File: src/rtl/rxq_pkg.sv
package rxq_pkg;

    localparam int BYTE_W         = 8;
    localparam int MAX_FRAME_BITS = 12;

    typedef enum logic [1:0] {
        TRIG_ONE      = 2'b00,
        TRIG_FOUR     = 2'b01,
        TRIG_EIGHT    = 2'b10,
        TRIG_FOURTEEN = 2'b11
    } trig_sel_e;

    typedef struct packed {
        logic       parity_en;
        logic       two_stop;
        logic [1:0] word_len;
    } line_fmt_t;

    typedef struct packed {
        logic push_req;
        logic push_acc;
        logic pop;
        logic drop;
        logic flush;
    } qop_t;

    function automatic int unsigned trig_bytes(trig_sel_e sel);
        case (sel)
            TRIG_ONE:   return 1;
            TRIG_FOUR:  return 4;
            TRIG_EIGHT: return 8;
            default:    return 14;
        endcase
    endfunction

    function automatic int unsigned frame_bits(line_fmt_t f);
        int unsigned n;
        n = 1 + 5 + int'(f.word_len);
        if (f.parity_en) n = n + 1;
        n = n + (f.two_stop ? 2 : 1);
        return n;
    endfunction

endpackage

File: src/rtl/rxq_store.sv
module rxq_store #(
    parameter int DEPTH = 16,
    parameter int W     = 8
) (
    input  logic                       clk,
    input  logic                       rst,
    input  logic                       clear,
    input  logic                       push,
    input  logic                       pop,
    input  logic [W-1:0]               wdata,
    output logic [W-1:0]               head,
    output logic [$clog2(DEPTH+1)-1:0] count
);
    localparam int PTR_W = (DEPTH > 1) ? $clog2(DEPTH) : 1;
    localparam int CNT_W = $clog2(DEPTH + 1);

    logic [W-1:0]     mem [DEPTH];
    logic [PTR_W-1:0] wptr, rptr;

    function automatic logic [PTR_W-1:0] bump(logic [PTR_W-1:0] p);
        return (p == PTR_W'(DEPTH - 1)) ? '0 : p + PTR_W'(1);
    endfunction

    always_ff @(posedge clk) begin
        if (push) mem[wptr] <= wdata;
    end

    always_ff @(posedge clk) begin
        if (rst || clear) begin
            wptr  <= '0;
            rptr  <= '0;
            count <= '0;
        end else begin
            if (push) wptr <= bump(wptr);
            if (pop)  rptr <= bump(rptr);
            count <= count + CNT_W'(push) - CNT_W'(pop);
        end
    end

    assign head = (count == '0) ? '0 : mem[rptr];

    assert_no_overflow_R2: assert property (@(posedge clk) disable iff (rst)
        count <= CNT_W'(DEPTH));

    assert_full_push_paired_R11: assert property (@(posedge clk) disable iff (rst)
        (push && !clear && count == CNT_W'(DEPTH)) |-> pop);

endmodule

File: src/rtl/rxq_char_timer.sv
module rxq_char_timer #(
    parameter int TW = 6
) (
    input  logic          clk,
    input  logic          rst,
    input  logic          clear,
    input  logic          arm,
    input  logic          hold_data,
    input  logic          tick,
    input  logic [TW-1:0] limit,
    output logic          expire
);
    logic          armed;
    logic [TW-1:0] elapsed;
    logic          last_tick;

    assign last_tick = (elapsed + TW'(1)) >= limit;
    assign expire    = armed && tick && last_tick && !arm && !clear && hold_data;

    always_ff @(posedge clk) begin
        if (rst || clear) begin
            armed   <= 1'b0;
            elapsed <= '0;
        end else if (arm) begin
            armed   <= 1'b1;
            elapsed <= '0;
        end else if (!hold_data) begin
            armed   <= 1'b0;
            elapsed <= '0;
        end else if (armed && tick) begin
            if (last_tick) begin
                armed   <= 1'b0;
                elapsed <= '0;
            end else begin
                elapsed <= elapsed + TW'(1);
            end
        end
    end

    assert_restart_zeroes_R5: assert property (@(posedge clk) disable iff (rst)
        (arm && !clear) |=> (armed && elapsed == '0));

endmodule

File: src/rtl/rxq_flags.sv
module rxq_flags (
    input  logic clk,
    input  logic rst,
    input  logic flush,
    input  logic drop,
    input  logic brk_evt,
    input  logic lsr_rd,
    input  logic emptied,
    input  logic rd,
    input  logic expire,
    output logic oe,
    output logic brk,
    output logic tmo
);
    always_ff @(posedge clk) begin
        if (rst) begin
            oe  <= 1'b0;
            brk <= 1'b0;
            tmo <= 1'b0;
        end else begin
            if (drop)        oe <= 1'b1;
            else if (lsr_rd) oe <= 1'b0;

            if (flush)                  brk <= 1'b0;
            else if (brk_evt)           brk <= 1'b1;
            else if (lsr_rd || emptied) brk <= 1'b0;

            if (flush || rd) tmo <= 1'b0;
            else if (expire) tmo <= 1'b1;
        end
    end

    assert_lsr_clears_R10: assert property (@(posedge clk) disable iff (rst)
        (lsr_rd && !drop) |=> !oe);

    assert_read_clears_tmo_R7: assert property (@(posedge clk) disable iff (rst)
        rd |=> !tmo);

endmodule

File: src/rtl/rxq_trigger_fifo.sv
module rxq_trigger_fifo #(
    parameter int DEPTH     = 16,
    parameter int TMO_CHARS = 4
) (
    input  logic                       clk,
    input  logic                       rst,
    input  logic                       rx_valid,
    input  logic [7:0]                 rx_byte,
    input  logic                       rx_break,
    input  logic                       host_rd,
    input  logic                       lsr_rd,
    input  logic                       fcr_we,
    input  logic                       fcr_enable,
    input  logic                       fcr_clear,
    input  logic [1:0]                 fcr_level_sel,
    input  logic [1:0]                 word_len,
    input  logic                       two_stop,
    input  logic                       parity_en,
    input  logic                       bit_tick,
    output logic [7:0]                 rd_byte,
    output logic [$clog2(DEPTH+1)-1:0] fill_level,
    output logic                       data_ready,
    output logic                       overrun,
    output logic                       break_seen,
    output logic                       trig_hit,
    output logic                       tmo_pending
);
    import rxq_pkg::*;

    localparam int CNT_W = $clog2(DEPTH + 1);
    localparam int CW1   = CNT_W + 1;
    localparam int TMO_W = $clog2(TMO_CHARS * MAX_FRAME_BITS + 1);

    logic        en_q;
    trig_sel_e   trig_q;
    line_fmt_t   fmt;
    qop_t        op;
    logic        full;
    logic [7:0]  push_byte;
    logic [CW1-1:0]   cnt_nx;
    logic             emptied, arm, hold_data, expire;
    logic [TMO_W-1:0] limit;

    assign fmt  = '{parity_en: parity_en, two_stop: two_stop, word_len: word_len};
    assign full = (fill_level == CNT_W'(DEPTH));

    always_comb begin
        op.flush    = fcr_we && (fcr_clear || (fcr_enable != en_q));
        op.push_req = (rx_valid || rx_break) && !op.flush;
        op.pop      = host_rd && (fill_level != '0) && !op.flush;
        op.push_acc = op.push_req && (!full || op.pop);
        op.drop     = op.push_req && !op.push_acc;
    end

    assign push_byte = rx_break ? 8'h00 : rx_byte;
    assign cnt_nx    = {1'b0, fill_level} + CW1'(op.push_acc) - CW1'(op.pop);
    assign emptied   = op.pop && (cnt_nx == '0);
    assign arm       = op.push_acc || (op.pop && cnt_nx != '0);
    assign hold_data = (cnt_nx != '0);
    assign limit     = TMO_W'(TMO_CHARS * frame_bits(fmt));

    always_ff @(posedge clk) begin
        if (rst) begin
            en_q   <= 1'b0;
            trig_q <= TRIG_ONE;
        end else if (fcr_we) begin
            en_q   <= fcr_enable;
            trig_q <= trig_sel_e'(fcr_level_sel);
        end
    end

    rxq_store #(.DEPTH(DEPTH), .W(BYTE_W)) u_store (
        .clk   (clk),
        .rst   (rst),
        .clear (op.flush),
        .push  (op.push_acc),
        .pop   (op.pop),
        .wdata (push_byte),
        .head  (rd_byte),
        .count (fill_level)
    );

    rxq_char_timer #(.TW(TMO_W)) u_timer (
        .clk       (clk),
        .rst       (rst),
        .clear     (op.flush),
        .arm       (arm),
        .hold_data (hold_data),
        .tick      (bit_tick),
        .limit     (limit),
        .expire    (expire)
    );

    rxq_flags u_flags (
        .clk     (clk),
        .rst     (rst),
        .flush   (op.flush),
        .drop    (op.drop),
        .brk_evt (rx_break && !op.flush),
        .lsr_rd  (lsr_rd),
        .emptied (emptied),
        .rd      (host_rd),
        .expire  (expire),
        .oe      (overrun),
        .brk     (break_seen),
        .tmo     (tmo_pending)
    );

    assign data_ready = (fill_level != '0);
    assign trig_hit   = en_q ? (int'(fill_level) >= int'(trig_bytes(trig_q)))
                             : data_ready;

    assert_drop_keeps_R3: assert property (@(posedge clk) disable iff (rst)
        (full && (rx_valid || rx_break) && !host_rd && !fcr_we)
        |=> (overrun && fill_level == CNT_W'(DEPTH)));

    assert_break_sets_R4: assert property (@(posedge clk) disable iff (rst)
        (rx_break && !fcr_we) |=> (break_seen && data_ready));

    assert_flush_empties_R8: assert property (@(posedge clk) disable iff (rst)
        (fcr_we && fcr_clear) |=> (fill_level == '0 && !break_seen && !tmo_pending));

    assert_full_swap_R11: assert property (@(posedge clk) disable iff (rst)
        (full && rx_valid && host_rd && !fcr_we && !lsr_rd && !overrun)
        |=> (!overrun && fill_level == CNT_W'(DEPTH)));

    assert_tmo_needs_data_R5: assert property (@(posedge clk) disable iff (rst)
        $rose(tmo_pending) |-> data_ready);

endmodule

File: config.mk
export PLATFORM = sky130hd
export DESIGN_NAME = rxq_trigger_fifo
export DESIGN_NICKNAME = d
export VERILOG_FILES = /design/src/rtl/rxq_pkg.sv /design/src/rtl/rxq_store.sv /design/src/rtl/rxq_char_timer.sv /design/src/rtl/rxq_flags.sv /design/src/rtl/rxq_trigger_fifo.sv
export SDC_FILE = /design/constraint.sdc
export NUM_CORES = 1
export LEC_CHECK = 0
export BUFFER_PORTS_ARGS = -buffer_cell sky130_fd_sc_hd__buf_2
export CAP_MARGIN = 20
export CORE_MARGIN = 2
export CORE_UTILIZATION = 63
export CTS_BUF_LIST = sky130_fd_sc_hd__clkbuf_8
export CTS_CLUSTER_DIAMETER = 50
export DETAILED_ROUTE_END_ITERATION = 10
export GPL_ROUTABILITY_DRIVEN = 1
export PLACE_DENSITY_LB_ADDON = 0.08
export SKIP_LAST_GASP = 1
export SYNTH_ARGS = -nofsm -noshare
export SYNTH_HDL_FRONTEND = slang
export SYNTH_SLANG_ARGS = --single-unit
File: constraint.sdc
create_clock -name clk -period 3.58 [get_ports clk]
set_clock_uncertainty 0.1 [all_clocks]
set_input_delay 0.179 -clock clk [delete_from_list [all_inputs] [get_ports clk]]
set_output_delay 0.179 -clock clk [all_outputs]
set_load 0.05 [all_outputs]
==> results of run 1 <==
==> layout make-up <==
cell class	instances	area, um^2	area share (%)
clock buffers	17	234	2.91
clock inverters	15	170	2.12
inverters	19	71.3	0.888
multi-input cells	247	2420	30.1
flip-flops and latches	158	4450	55.3
well taps	140	175	2.18
repair buffers	76	523	6.51
==> cells by family after synthesis <==
group / after synthesis
AO/OA/AOI/OAI: 41
flip-flops: 158
AND/OR/NAND/NOR: 118
XOR/XNOR: 15
multiplexers: 46
adder cells (fa/ha/maj): 27
buffers and inverters: 35
==> metrics by stage <==
stage | total power, mW | hold slack (ps) | util (%) | setup TNS (ps)
after floorplan | 3.09 | 148 | - | 0
after global placement | 3.39 | 322 | 69.0 | 0
after detailed placement | 3.42 | 326 | 69.0 | 0
after CTS | 4.74 | 37.4 | 73.9 | 0
after global routing | 4.96 | 77.4 | 74.1 | -66.1
final | 4.76 | 54.4 | 74.1 | 0
==> power by group through the flow <==
stage | clock, mW | combinational (mW) | sequential, mW
after global placement | 0 | 1.29 | 2.11
after global routing | 1.41 | 1.47 | 2.08
final | 1.34 | 1.35 | 2.07
after floorplan | 0 | 0.927 | 2.17
after CTS | 1.36 | 1.32 | 2.07
after detailed placement | 0 | 1.30 | 2.11
==> flip-flops by register name, summed over array words and instances, names as in the netlist, named ones only <==
signal / cells
u_store.mem: 128
u_timer.elapsed: 6
u_store.count: 5
u_store.rptr: 4
u_store.wptr: 4
trig_q: 2
en_q: 1
u_flags.brk: 1
u_flags.oe: 1
u_flags.tmo: 1
u_timer.armed: 1
==> repair_timing <==
item | in CTS | in global routing
hold buffers | 12 | 0
endpoints found under the hold margin | 6 | 0
setup buffers | 0 | 1
gates resized for setup | 0 | 3
setup endpoints to repair | 0 | 7
==> worst paths after layout <==
kind	depth (start not counted)	slack (ps)	to	start
max	14	240	u_timer.elapsed[4]$_SDFFE_PP0P_	u_store.count[3]$_SDFF_PP0_
min	4	50	u_timer.armed$_SDFFE_PP0P_	bit_tick
max reg2reg	14	240	u_timer.elapsed[4]$_SDFFE_PP0P_	u_store.count[3]$_SDFF_PP0_
min reg2reg	2	370	u_flags.tmo$_SDFFE_PP0P_	u_flags.tmo$_SDFFE_PP0P_
==> worst max-delay path, cell delays in order (launching register included) <==
cell	delay, ps
dfxtp_1	340
inv_1	90
ha_1	160
or4b_4	470
nand2_2	150
mux2i_1	200
nor2_1	60
ha_1	220
fa_1	410
a21oi_1	140
o21bai_1	120
xnor2_2	250
nor4_4	50
buf_4	190
a2111oi_2	280
==> layer usage <==
layer  vias up  part of all wire, %  wire [um]
li1       1847                    -          -
met1      2035                   39       5370
met2       165                   53       7320
met3        19                  6.7        919
met4         0                  1.5        206
met5         -                    0          0
==> cells in the final DEF (no fill, tap or decap), types with 2 or more instances in the layout <==
cell           instances
edfxtp_1             128
buf_2                 41
mux4_2                40
nor2_1                38
dfxtp_1               29
ha_1                  25
inv_1                 21
buf_4                 21
nand2_1               18
clkbuf_8              17
and2_1                14
a21oi_1               13
nand3_1               12
nor2b_1               12
dlygate4sd3_1         12
xnor2_1                7
xor2_1                 7
nor3_1                 7
mux2i_1                6
a2111oi_2              6
o21ai_0                5
nand2b_1               5
clkinvlp_4             4
a31oi_1                3
inv_6                  3
bufinv_16              3
o21a_1                 2
a21o_1                 2
fa_1                   2
clkinv_1               2
buf_12                 2
==> qor.yml, run 1 <==
global_route:
  grt_pass1_vias: 4143
  use_met2_pct: 42.2
  grt_use_met3_pct: 5.81
  grt_use_total_pct: 25.1
  grt_busiest_layer: "met2"
  grt_max_degree: 33
  gr-total-overflow: 0
  grt_pass1_wl_um: 21600
  antenna_found_initial: 0
  met1_usage_pct: 32.0
timing:
  period_share_pct: 93.4
  setup_ws_ps: 238
  maxSlewHeadroom_pct: 28.1
  worst_pin_slew_ps: 1080
  hold_viol: 0
  setup_viol: 0
  finalMaxSlewViolations: 0
  post-route-min-period_ps: 3340
  fmax_ghz: 0.299
clock_network:
  cts_buffers: 17
  clock-root-buffer: "clkbuf_8"
  clk-insertion-delay-late_ps: 450
  cts_buffer_depth: 2
  cts_tree: "built"
  cts.reportedPaths.clkPinSlew_ps: 80
  cts.sinks: 158
  htree_levels: 4
routing:
  routed_via_density: 6.05
  vias: 4066
  ant_nets: 0
  drt_iter0_drc: 280
  dr.pass1.iters: 5
  drcViolationCount: 0
  wirelength_um: 13800
  wire_per_inst_um: 20.6
yosys:
  synth_top_area_cell: "edfxtp_1"
  syn_area_um2: 7000
  synth_top_family_by_area: "multiplexers"
  synth_seq_cells: 158
  synth_flop_cell: "edfxtp_1"
  synth-compound-area-share_pct: 4.82
  synthSimpleGateAreaFrac_pct: 8.85
  synth_warnings: 0
  ys_types: 47
  async_reset_ff_share_pct: 0
  syn_avg_cell_area_um2: 15.9
  synthAdderAreaFrac_pct: 5.04
  synth_nets: 491
  yosysMostFrequentCell: "edfxtp_1"
  postSynthCellCount: 440
  synthMuxAreaShare_pct: 13.7
  ys_top_cells_by_area: "edfxtp_1 (55%), mux4_2 (13%), dfxtp_1 (8.6%)"
  seq_area_frac_synth_pct: 63.5
  yosysTopAreaCellShare_pct: 54.9
  synth_edf_count: 128
  synth_xor_area_share_pct: 1.88
  synth_commonest_cells: "edfxtp_1 (128), mux4_2 (40), nor2_1 (38)"
placed_design:
  port_buffers: 41
  postPlaceCellArea_um2: 7480
  routabilityCongestion: 0.810
  hpwl_um: 9400
  dp_cells: 626
  post-place-ws_ps: 163
worst_setup_path:
  cp.required_ps: 3830
  cp-start-kind: "register"
  worstSetupPathType: "reg2reg"
  worstPathArrival_ps: 3590
  cp-end-kind: "register"
  worstPathMaxFanout: 9
die:
  die_h_um: 109
  rows: 38
  io-pin-count: 42
  initial_core_util_pct: 64.6
  coreArea_um2: 10800
  die_area_um2: 12000
  die_x_um: 109
power:
  p_sw_mw: 1.54
  swShare_pct: 32.4
  power.density_nw_per_um2: 593
  peakVddDrop_v: 0.000585
  p_seq_share_pct: 43.5
  p_clk_share_pct: 28.2
  p_leak_nw: 2.86
  share_comb_of_total_power_pct: 28.3
  p_int_mw: 3.22
cells_and_area:
  nets: 570
  layout-drive-gt1-share_pct: 27.8
  final_cells: 672
  antenna_cells: 0
  fin_area_um2: 8040
  synthToLayoutAreaGrowth_pct: 14.8
  num-fill-cells: 689
flow_run:
  cap_violations: 0
min_path:
  hold_class: "in2reg"
outcome:
  status: "finished clean"
Power figures use the tool's default switching activity.
==> run 2: changes to the inputs <==
--- a/config.mk
+++ b/config.mk
@@ -5,6 +5,7 @@
 export SDC_FILE = /design/constraint.sdc
 export NUM_CORES = 1
 export LEC_CHECK = 0
+export ABC_AREA = 1
 export BUFFER_PORTS_ARGS = -buffer_cell sky130_fd_sc_hd__buf_2
 export CAP_MARGIN = 20
 export CORE_MARGIN = 2
@@ -17,4 +18,5 @@
 export SKIP_LAST_GASP = 1
 export SYNTH_ARGS = -nofsm -noshare
 export SYNTH_HDL_FRONTEND = slang
+export SYNTH_HIERARCHICAL = 1
 export SYNTH_SLANG_ARGS = --single-unit
==> qor.yml, run 2 <==
cells_and_area:
  synthToLayoutAreaGrowth_pct: 11.0
  fin_area_um2: 8640  # +7.5%
  antenna_cells: 0  # unchanged
  largest_reg_flops: 128  # unchanged
  layout-drive-gt1-share_pct: 12.3  # -15 points
  reg_top3: "u_store/mem: 128 flops, u_timer/elapsed: 6 flops, u_store/count: 5 flops"
  nets: 970  # +70%
  regMostFlops: "u_store/mem"
  final_common_cell: "nand2_1"
  multi_input_area_um2: 2620  # +8.6%
  finish.utilization_pct: 71.9  # -2.2 points
  final_cell_mix: "nand2_1 (251), inv_1 (139), edfxtp_1 (128)"
  ff_latch_area_um2: 4450  # about the same
  num-fill-cells: 912  # +32%
global_route:
  grt_use_total_pct: 26.5  # +1.4 points
  grt_pass1_wl_um: 26700  # +24%
  grt_max_degree: 65  # +97%
  gr-total-overflow: 0  # unchanged
  grt_pass1_vias: 5617  # +36%
  antenna_found_initial: 0  # unchanged
routing:
  drt_iter0_drc: 473  # +69%
  routed_via_density: 5.37  # -11%
  vias: 5760  # +42%
  dr.pass1.iters: 5  # unchanged
  drcViolationCount: 0  # unchanged
  wirelength_um: 16500  # +19%
  ant_nets: 0  # unchanged
  wire_per_inst_um: 15.4  # -25%
worst_setup_path:
  cp-start-kind: "register"
  rr_startpoint: "u_store/count[2]$_SDFF_PP0_"
  cp.required_ps: 3850  # +20 ps
  reg2reg_to: "u_flags/tmo$_SDFFE_PP0P_"
  worstPathMaxFanout: 6  # -3
  r2r_slack_ps: 340  # +110 ps
  cp-end-kind: "register"
  worstPathArrival_ps: 3500  # -90 ps
  reg2reg_depth: 22  # +8
  cp_common_cell: "nand2_1"
  slowest_delay_ps: 420  # -50 ps
  worstSetupPathType: "reg2reg"
  slowest_stage: "fa_1"
  crit_chain: "inv_1, ha_1, nand4_2, nand2_2, nor2_8, inv_2, nand3_1, nand2_1, ha_1, fa_1, or2_0, nor2_1, nand3_2, nor2_2, nand2_2, nand2_1, nand2_1, inv_1, nand2_1, nor3_1, nor2_1, nor3_2"
clock_network:
  cts_resized: 0  # unchanged
  cts_buffers: 17  # unchanged
  cts_buffer_depth: 2  # unchanged
  htree_levels: 4  # unchanged
  clock-root-buffer: "clkbuf_8"
  cts_tree: "built"
  clk-insertion-delay-late_ps: 440  # about the same
  cts.sinks: 158  # unchanged
  cts.reportedPaths.clkPinSlew_ps: 80  # about the same
placed_design:
  port_buffers: 41  # unchanged
  routabilityCongestion: 0.844  # +4.2%
  hpwl_um: 11300  # +21%
  postPlaceCellArea_um2: 8130  # +8.6%
die:
  rows: 40  # +5.3%
  die_h_um: 115  # +5.2%
  die_x_um: 115  # +5.2%
  die_area_um2: 13300  # +11%
  io-pin-count: 42  # unchanged
  coreArea_um2: 12000  # +11%
  initial_core_util_pct: 64.8  # +0.20 points
yosys:
  synth_commonest_cells: "nand2_1 (251), inv_1 (133), edfxtp_1 (128)"
  synth_top_family_by_area: "simple AND/OR/NAND/NOR gates"
  ys_types: 41  # -13%
  synthSimpleGateAreaFrac_pct: 23.2  # +14 points
  yosysTopAreaCellShare_pct: 49.4  # -5.5 points
  ys_top_cells_by_area: "edfxtp_1 (49%), nand2_1 (12%), dfxtp_1 (7.7%)"
  syn_area_um2: 7780  # +11%
  seq_area_frac_synth_pct: 57.1  # -6.4 points
  synth_flop_cell: "edfxtp_1"
  synth-compound-area-share_pct: 3.94  # -0.89 points
  async_reset_ff_share_pct: 0  # unchanged
  yosysMostFrequentCell: "nand2_1"
  postSynthCellCount: 851  # +93%
  synthMuxAreaShare_pct: 0  # -14 points
  synth_warnings: 6  # +6
  synth_seq_cells: 158  # unchanged
  synth_top_area_cell: "edfxtp_1"
  syn_avg_cell_area_um2: 9.15  # -43%
  synthAdderAreaFrac_pct: 5.76  # +0.72 points
  synth_xor_area_share_pct: 0.772  # -1.1 points
  synth_edf_count: 128  # unchanged
flow_run:
  cap_violations: 0  # unchanged
timing:
  post-route-min-period_ps: 3240  # -107 ps
  worst_pin_slew_ps: 812  # -265 ps
  setup_viol: 0  # unchanged
  final.setup.tns_ps: 0  # unchanged
  rsz0062_at_grt: "false"
  maxSlewHeadroom_pct: 45.7  # +18 points
  fmax_ghz: 0.309  # +3.3%
  period_share_pct: 90.4  # -3.0 points
  hold_viol: 0  # unchanged
  finalMaxSlewViolations: 0  # unchanged
min_path:
  whs_endpoint: "u_timer/elapsed[1]$_SDFFE_PP0P_"
  hold_class: "in2reg"
  worstHoldStart: "bit_tick"
  whs_path_depth: 4  # unchanged
power:
  peakVddDrop_v: 0.000632  # +7.9%
  power.density_nw_per_um2: 591  # -0.32%
  p_leak_nw: 3.90  # +37%
outcome:
  status: "finished clean"
[run 2: how the worst max path moves through the flow]
stage | startpoint | end | slack [ps]
final | u_store/count[2]$_SDFF_PP0_ | u_flags/tmo$_SDFFE_PP0P_ | 340
after global routing | u_store/count[2]$_SDFF_PP0_ | u_flags/tmo$_SDFFE_PP0P_ | 60
after CTS | u_store/count[2]$_SDFF_PP0_ | u_flags/tmo$_SDFFE_PP0P_ | 230
after detailed placement | u_store/count[2]$_SDFF_PP0_ | u_flags/tmo$_SDFFE_PP0P_ | 250
after global placement | u_store/count[2]$_SDFF_PP0_ | u_flags/tmo$_SDFFE_PP0P_ | 370
after floorplan | u_store/count[0]$_SDFF_PP0_ | u_flags/tmo$_SDFFE_PP0P_ | 20
[run 2: worst max-delay path: cells and delay by family, from the launching register on]
family / cells / cell delay [ps]
adders and majority gates: 3 / 860
buffers and inverters: 3 / 190
DFF: 1 / 380
and+or+nand+nor: 16 / 1650
[run 2: layout make-up]
class | count | area share (%)
clock buffer | 17 | 2.71
clock inverter | 15 | 1.90
inverter | 147 | 6.42
multi-input combinational | 521 | 30.4
sequential | 158 | 51.5
tap | 147 | 2.13
timing repair buffer | 67 | 4.95
[run 2: kinds of logic after synthesis]
family                   after synthesis
AO/OA/AOI/OAI                         53
other                                  1
XOR/XNOR                               6
buffers and inverters                173
AND/OR/NAND/NOR                      426
flip-flops                           158
adder cells (fa/ha/maj)               34
[run 2: repair_timing]
action	4_1_cts	5_1_grt
buffers inserted	0	1
hold endpoints to repair	7	0
setup endpoints to repair	0	4
hold buffers	8	0
[run 2: through the flow]
| step | cells | hold WS [ps] | setup WS [ps] | total power [mW] |
|---|---|---|---|---|
| floorplan | 852 | 149 | 23.3 | 3.42 |
| global placement | 1027 | 294 | 365 | 3.74 |
| detailed placement | 1028 | 302 | 251 | 3.80 |
| CTS | 1068 | 25.4 | 233 | 5.12 |
| global route | 1072 | 57.4 | 64.8 | 5.39 |
| finish | 1072 | 61.2 | 344 | 5.10 |
[run 2: routing by layer]
metal / part of all wire (%) / global-route usage [%]
met3: 6.6 / 5.38
met5: 0 / 0
met1: 42 / 33.3
met2: 49 / 44.8
met4: 2.0 / 11.4
[run 2: report_power, final]
group / internal, mW / total [mW] / switching (mW)
Sequential: 2.05 / 2.13 / 0.0771
Clock: 0.734 / 1.32 / 0.589
Combinational: 0.487 / 1.65 / 1.16
==> run 3: changes to the inputs <==
--- a/config.mk
+++ b/config.mk
@@ -5,7 +5,6 @@
 export SDC_FILE = /design/constraint.sdc
 export NUM_CORES = 1
 export LEC_CHECK = 0
-export ABC_AREA = 1
 export BUFFER_PORTS_ARGS = -buffer_cell sky130_fd_sc_hd__buf_2
 export CAP_MARGIN = 20
 export CORE_MARGIN = 2
@@ -15,6 +14,7 @@
 export DETAILED_ROUTE_END_ITERATION = 10
 export GPL_ROUTABILITY_DRIVEN = 1
 export PLACE_DENSITY_LB_ADDON = 0.08
+export RECOVER_POWER = 25
 export SKIP_LAST_GASP = 1
 export SYNTH_ARGS = -nofsm -noshare
 export SYNTH_HDL_FRONTEND = slang
==> qor.yml, run 3 <==
cells_and_area:
  layout-drive-gt1-share_pct: 25.0  # +13 points
  final_cells: 742  # -31%
  reg_top3: "u_store/mem: 128 flops, u_timer/elapsed: 6 flops, u_store/count: 5 flops"
  largest_reg_flops: 128  # unchanged
  fin_area_um2: 8380  # -3.0%
  final_cell_mix: "edfxtp_1 (128), buf_2 (40), inv_1 (34)"
  final_common_cell: "edfxtp_1"
  antenna_cells: 0  # unchanged
  synthToLayoutAreaGrowth_pct: 14.3
  nets: 644  # -34%
  regMostFlops: "u_store/mem"
yosys:
  yosysTopAreaCellShare_pct: 52.4  # +3.0 points
  seq_area_frac_synth_pct: 60.6  # +3.5 points
  ys_types: 58  # +41%
  synth_seq_cells: 158  # unchanged
  synth_edf_count: 128  # unchanged
  synth_top_area_cell: "edfxtp_1"
  synth_warnings: 6  # unchanged
  syn_area_um2: 7330  # -5.8%
  async_reset_ff_share_pct: 0  # unchanged
  ys_top_cells_by_area: "edfxtp_1 (52%), dfxtp_1 (8.2%), mux4_2 (6.1%)"
  syn_avg_cell_area_um2: 14.4  # +57%
  postSynthCellCount: 509  # -40%
  synth_flop_cell: "edfxtp_1"
  synth_commonest_cells: "edfxtp_1 (128), inv_1 (34), ha_1 (31)"
  yosysMostFrequentCell: "edfxtp_1"
power:
  p_leak_nw: 3.00  # -23%
  share_comb_of_total_power_pct: 33.7  # +1.4 points
  p_seq_share_pct: 43.0  # +1.3 points
  p_clk_share_pct: 23.3  # -2.6 points
  power.density_nw_per_um2: 583  # -1.3%
  p_int_mw: 3.22  # -1.6%
  finalPower_mw: 4.88  # -4.3%
  peakVddDrop_v: 0.000649  # +2.7%
  swShare_pct: 34.0  # -1.8 points
  p_sw_mw: 1.66  # -9.1%
timing:
  fmax_ghz: 0.274  # -11%
  maxSlewHeadroom_pct: 29.1  # -17 points
  setup_viol: 6  # +6
  finalMaxSlewViolations: 0  # unchanged
  rsz0062_at_grt: "true"
  whs_ps: 94.1  # +32.9 ps
  period_share_pct: 102  # +11 points
  hold_viol: 0  # unchanged
  worst_pin_slew_ps: 1060  # +250 ps
  post-route-min-period_ps: 3640  # +407 ps
  setup_ws_ps: -63.1  # -407 ps
  final.setup.tns_ps: -169  # -169 ps
global_route:
  grt_pass1_wl_um: 23700  # -11%
  grt_use_total_pct: 25.4  # -1.1 points
  grt_max_degree: 26  # -60%
  grt_pass1_vias: 4653  # -17%
  gr-total-overflow: 0  # unchanged
  antenna_found_initial: 0  # unchanged
die:
  io-pin-count: 42  # unchanged
  coreArea_um2: 11400  # -5.3%
  die_h_um: 112  # -2.8%
  initial_core_util_pct: 64.5  # -0.31 points
  die_area_um2: 12500  # -5.6%
  rows: 39  # -2.5%
  die_x_um: 112  # -2.8%
clock_network:
  cts.sinks: 158  # unchanged
  cts.reportedPaths.clkPinSlew_ps: 80  # about the same
  cts_buffer_depth: 2  # unchanged
  htree_levels: 4  # unchanged
  cts_tree: "built"
  clk-insertion-delay-late_ps: 450  # about the same
  clock-root-buffer: "clkbuf_8"
  cts_buffers: 17  # unchanged
routing:
  ant_nets: 0  # unchanged
  drcViolationCount: 0  # unchanged
  routed_via_density: 6.01  # +12%
  wire_per_inst_um: 20.2  # +31%
  dr.pass1.iters: 5  # unchanged
  wirelength_um: 15000  # -9.0%
  drt_iter0_drc: 300  # -37%
  vias: 4456  # -23%
min_path:
  whs_path_depth: 2  # -2
  hold_class: "in2reg"
worst_setup_path:
  worstPathMaxFanout: 4  # -2
  cp-start-kind: "register"
  cp-end-kind: "register"
  worstPathArrival_ps: 3920  # +420 ps
  cp.required_ps: 3860  # about the same
  reg2reg_depth: 14  # -36%
  worstSetupPathType: "reg2reg"
placed_design:
  hpwl_um: 10100  # -11%
  routabilityCongestion: 0.831  # -1.6%
  port_buffers: 41  # unchanged
  postPlaceCellArea_um2: 7800  # -4.0%
  dp_cells: 689  # -33%
flow_run:
  cap_violations: 0  # unchanged
outcome:
  violations: "setup timing"
  status: "complete, but fails checks"
[run 3: metrics by stage]
stage               setup slack, ps  utilization [%]
floorplan                     -32.2                -
global placement               65.2             68.6
detailed placement             -104             68.6
CTS                            7.54             73.2
global route                   -187             73.7
finish                        -63.1             73.7
[run 3: path summary, 6_finish.rpt]
path	slack, ps	endpoint	startpoint
hold reg to reg	400	u_timer/elapsed[1]$_SDFFE_PP0P_	u_timer/elapsed[1]$_SDFFE_PP0P_
setup / recovery	-60	u_timer/elapsed[5]$_SDFFE_PP0P_	en_q$_SDFFE_PP0P_
hold / removal	90	u_store/mem[15][5]$_DFFE_PP_	rx_byte[5]
setup reg to reg	-60	u_timer/elapsed[5]$_SDFFE_PP0P_	en_q$_SDFFE_PP0P_
[run 3: power by group through the flow]
stage | Combinational (mW) | Sequential, mW | Clock (mW)
global route | 1.78 | 2.11 | 1.24
detailed placement | 1.57 | 2.14 | 0
CTS | 1.61 | 2.10 | 1.16
floorplan | 1.14 | 2.19 | 0
finish | 1.64 | 2.10 | 1.14
global placement | 1.52 | 2.14 | 0
[run 3: layer usage]
layer,share of wire (%),up-vias,GRT usage [%]
met5,0,-,0
met4,2.6,0,11.0
met3,6.2,30,6.59
met2,53,164,44.1
met1,38,2187,30.2
li1,-,2075,-
[run 3: timing repair]
item | CTS | global route
endpoints found under the setup margin | 7 | 8
hold endpoints to repair | 7 | 0
hold buffers | 14 | 0
setup buffers | 4 | 2
cloned | 0 | 0
gates resized for setup | 4 | 7
pin swaps | 3 | 9
[run 3: cell families after synthesis]
| group | count (synthesis) | share of synthesized area (%) |
|---|---|---|
| AO/OA/AOI/OAI | 76 | 7.53 |
| XOR/XNOR | 15 | 1.79 |
| adder cells (fa/ha/maj) | 34 | 6.11 |
| buffers and inverters | 52 | 3.36 |
| flip-flops | 158 | 60.6 |
| multiplexers | 47 | 11.0 |
| other | 1 | 0.0512 |
| AND/OR/NAND/NOR | 126 | 9.54 |
[run 3: cell type report]
cell class,instances,area [um^2]
timing repair buffer,75,490
tap,143,179
clock inverter,15,109
sequential,158,4460
clock buffer,17,234
fill,737,2990
inverter,34,138
multi-input combinational,300,2760
[run 3: critical path: stages (launching register included)]
cell	delay (ps)
dfxtp_2	340
xor2_2	190
o21ai_4	210
o21a_1	200
nand2_2	80
o21ai_2	140
ha_2	200
fa_2	430
or3_1	380
or4_4	430
a22o_1	240
nand2b_4	160
nand2b_4	140
or2_0	210
o22ai_1	120
